--- src/rtl/sbit_rx.sv ---
module sbit_rx #(
  parameter int BYTE_W = 8,
  localparam int CW = $clog2(BYTE_W)
) (
  input  logic              clk,
  input  logic              rst,
  input  logic [2:0]        cfg_pol,
  input  logic              rx_clk,
  input  logic              rx_data,
  input  logic              bit_en,
  output logic [BYTE_W-1:0] byte_data,
  output logic              byte_valid,
  input  logic              byte_ready,
  output logic              data_req,
  output logic              overflow,
  output logic              proto_err
);

  logic [2:0]        s1, s2;
  logic              ck_d, en_d;
  logic [BYTE_W-1:0] sh;
  logic [CW-1:0]     cnt;

  wire ck_s  = s2[2];
  wire dat_s = s2[1];
  wire en_s  = s2[0];
  wire edge_hit = cfg_pol[2] ? (ck_d & ~ck_s) : (ck_s & ~ck_d);
  wire take = edge_hit & en_s;
  wire last = (cnt == CW'(BYTE_W - 1));
  wire [BYTE_W-1:0] nxt = {sh[BYTE_W-2:0], dat_s};

  assign data_req = ~byte_valid | byte_ready;

  always_ff @(posedge clk) begin
    if (rst) begin
      s1 <= '0;
      s2 <= '0;
      ck_d <= 1'b0;
      en_d <= 1'b0;
      sh <= '0;
      cnt <= '0;
      byte_data <= '0;
      byte_valid <= 1'b0;
      overflow <= 1'b0;
      proto_err <= 1'b0;
    end else begin
      s1 <= {rx_clk, rx_data, bit_en};
      s2 <= s1;
      ck_d <= ck_s;
      en_d <= en_s;
      if (ck_s && (en_s != en_d)) proto_err <= 1'b1;
      if (take) begin
        sh <= nxt;
        cnt <= last ? '0 : cnt + 1'b1;
      end
      if (take && last) begin
        if (!byte_valid || byte_ready) begin
          byte_data <= nxt;
          byte_valid <= 1'b1;
        end else begin
          overflow <= 1'b1;
        end
      end else if (byte_valid && byte_ready) begin
        byte_valid <= 1'b0;
      end
    end
  end

endmodule


--- config.mk ---
export PLATFORM = sky130hd
export DESIGN_NAME = sbit_rx
export DESIGN_NICKNAME = d
export VERILOG_FILES = /design/src/rtl/sbit_rx.sv
export SDC_FILE = /design/constraint.sdc
export NUM_CORES = 1
export LEC_CHECK = 0
export ABC_CLOCK_PERIOD_IN_PS = 1600
export BUFFER_PORTS_ARGS = -buffer_cell sky130_fd_sc_hd__buf_2
export CAP_MARGIN = 40
export CORE_MARGIN = 10
export CORE_UTILIZATION = 50
export CTS_BUF_LIST = sky130_fd_sc_hd__clkbuf_2
export DETAILED_ROUTE_END_ITERATION = 8
export GPL_TIMING_DRIVEN = 1
export MAX_ROUTING_LAYER = met4
export PLACE_DENSITY = 0.73
export SETUP_SLACK_MARGIN = 0.5
export SLEW_MARGIN = 20
export SYNTH_ARGS = -nofsm -noshare
export SYNTH_HDL_FRONTEND = slang
export SYNTH_SLANG_ARGS = --single-unit
export TNS_END_PERCENT = 50
--- constraint.sdc ---
create_clock -name clk -period 1.6 [get_ports clk]
set_input_delay 0.16 -clock clk [delete_from_list [all_inputs] [get_ports clk]]
set_output_delay 0.16 -clock clk [all_outputs]
set_load 0.1 [all_outputs]
==> flow_summary.toml <==
[worst_setup_path]
worst_ep_arrival_time_ns = 1.48
rrSetupSlack_ns = 0.35
cp_data_required_time_ns = 1.83
cp_slowest_stage_delay_ns = 0.35
cp_slowest_cell = "dfxtp_2"
cp_max_fo = 3
start_kind = "flip-flop"
reg2reg_depth = 3
crit_chain = "and3b_4, o21a_4, mux2_4"
endpoint_kind = "flip-flop"
crit_type = "flip-flop to flip-flop"

[detailed_routing]
ant_nets = 0
num_vias = 735
drc = 0
detail_route.wl_per_cell_um = 12.1
drt-initial-drc-count = 25
wl_um = 1840
dr.pass1.iters = 2
vias_per_cell = 4.84

[synthesis]
synth_warnings = 0
synth.distinct_cells = 18
syn_inst = 95
ys_ff_latch = 29
synth_top_area_share_pct = 52.4
syn_area_per_cell_um2 = 11.7
syn_area_um2 = 1110
ys_seq_area_share_pct = 52.4
synth_area_leader_cell = "dfxtp_1"
synthTopCellsByArea = "dfxtp_1 (52%), mux2i_1 (15%), nand2b_1 (12%)"
synthesis.nets = 106

[place]
portBuffers = 18
dpl.hpwl_um = 1200
gp_congestion = 0.701
dp_slack_ns = 0.240

[clock_network]
cts_max_level = 2
cts-root-buf = "clkbuf_2"
clk_pin_slew_worst_paths_ns = 0.14
cts_inserted_buffers = 5
clock_path_buffers = 2
worstSkewPairLatency_ns = 0.34
cts_tree = "done"
cts.sink_count = 29

[grt]
grt_overflow = 0
grt_max_degree = 35
antenna_found_initial = 0
grt_pass1_vias = 781
grt_pass1_wl_um = 3440
top_usage_layer = "met2"
track_usage_pct = 10.4
met2_usage_pct = 15.9
gr-usage-met3_pct = 4.18
grt_use_met1_pct = 10.8

[min_path]
hp-class = "input port to flip-flop"
min_path_cells = 2

[sta]
tightest_slew_ns = 0.455
fmax_mhz = 801
rsz0062_at_grt = "yes"
setup_tns_ns = 0
slew_viol_final = 0
post-route-min-period_ns = 1.25
period_share_pct = 78.0
setup_ws_ns = 0.351
finalSetupViolations = 0
finalHoldViolCount = 0
relSlewSlack_pct = 69.6
skew_ns = 0.0159

[cells_and_area]
nNetsFinal = 135
diodes = 0
final_layout_size_suffix_gt1_share_pct = 35.2
final_common_cell = "dfxtp_1"
fillers = 174
area.growth.synth_to_final_pct = 27.1
most-common-layout-cells = "dfxtp_1 (23), nand2b_1 (21), mux2i_1 (17)"

[floorplanning]
die-height_um = 67.1
fp.coreArea_um2 = 2040
die-area_um2 = 4500
ios = 21
initial_core_util_pct = 54.3
die_w_um = 67.1
num_rows = 16

[power]
cellLeakagePower_nw = 0.609
powerDensity_nw_per_um2 = 804
ir_drop_mv = 0.653

[flow_run]
max-cap-violations = 0

[status]
status = "finished, final reports clean"
## per-layer routing
layer / part of all wire (%) / routed length, µm
met5: 0 / 0
met1: 47 / 869
met3: 5.3 / 98
met2: 46 / 836
met4: 1.7 / 32
## stage by stage
stage	util [%]	area (µm²)	instances	total power, mW	hold slack (ns)
after global routing	69.0	1410	152	1.19	0.0357
after CTS	68.8	1410	152	1.15	0.00513
after detailed placement	60.2	1230	137	0.794	0.375
after floorplan	-	1120	95	0.782	0.288
after global placement	60.2	1230	137	0.793	0.368
final	69.0	1410	152	1.13	0.0264
## kinds of logic (layout without fill, tap and decap cells)
group,Yosys count,after routing,share of synthesized area [%]
adder cells (fa/ha/maj),2,2,2.26
AO/OA/AOI/OAI,6,6,5.31
multiplexers,18,18,16.7
flip-flops,29,29,52.4
buffers and inverters,4,34,2.03
XOR/XNOR,1,1,0.790
AND/OR/NAND/NOR,35,35,20.5
## timing repair
action | in CTS | in global routing
resized for setup | 24 | 1
pin swaps | 3 | 3
endpoints found under the hold margin | 2 | 0
endpoints found under the setup margin | 32 | 32
buffers inserted | 4 | 0
cloned | 1 | 0
hold buffers | 2 | 0
## report_power, final
part           switching (mW)  total (mW)  internal [mW]
Sequential            0.00502       0.735          0.730
Clock                   0.227       0.344          0.117
Combinational          0.0229      0.0534         0.0305
Total                   0.255        1.13          0.877
## critical path: cells and delay by family, from the launching register on
family / cells / cell delay [ns]
multiplexers: 1 / 0.30
AND/OR/NAND/NOR: 1 / 0.32
AO/OA/AOI/OAI: 1 / 0.17
flip-flops: 1 / 0.35
## worst paths after layout
check / start / to
min: rx_data / s1[1]$_SDFF_PP0_
min reg2reg: s1[2]$_SDFF_PP0_ / s2[2]$_SDFF_PP0_
max: s2[2]$_SDFF_PP0_ / cnt[0]$_SDFFE_PP0P_
max reg2reg: s2[2]$_SDFF_PP0_ / cnt[0]$_SDFFE_PP0P_
## registers in the layout (all words and copies together) (netlist names), 3 cells and up
signal     cells
sh             7
s2             3
cnt            3
byte_data      8
s1             3
## synthesized netlist by cell type
cell type,number
o2111ai_4,1
nor3b_2,1
nor2b_1,9
ha_1,2
xor2_1,1
a21oi_1,2
clkbuf_1,3
o31ai_1,1
nor3_1,1
buf_6,1
mux2_4,1
dfxtp_1,29
mux2i_1,17
nand2b_1,22
o211ai_1,1
o21a_1,1
and3b_4,1
nor2_1,1
## layout make-up
class	count	area, µm²	share of cell area, %
clock inverter	1	3.75	0.266
sequential	29	591	41.9
timing repair buffer	26	216	15.4
clock buffer	7	35.0	2.49
multi-input combinational	62	529	37.6
tap	27	33.8	2.40
(Power assumes the default switching activity.)
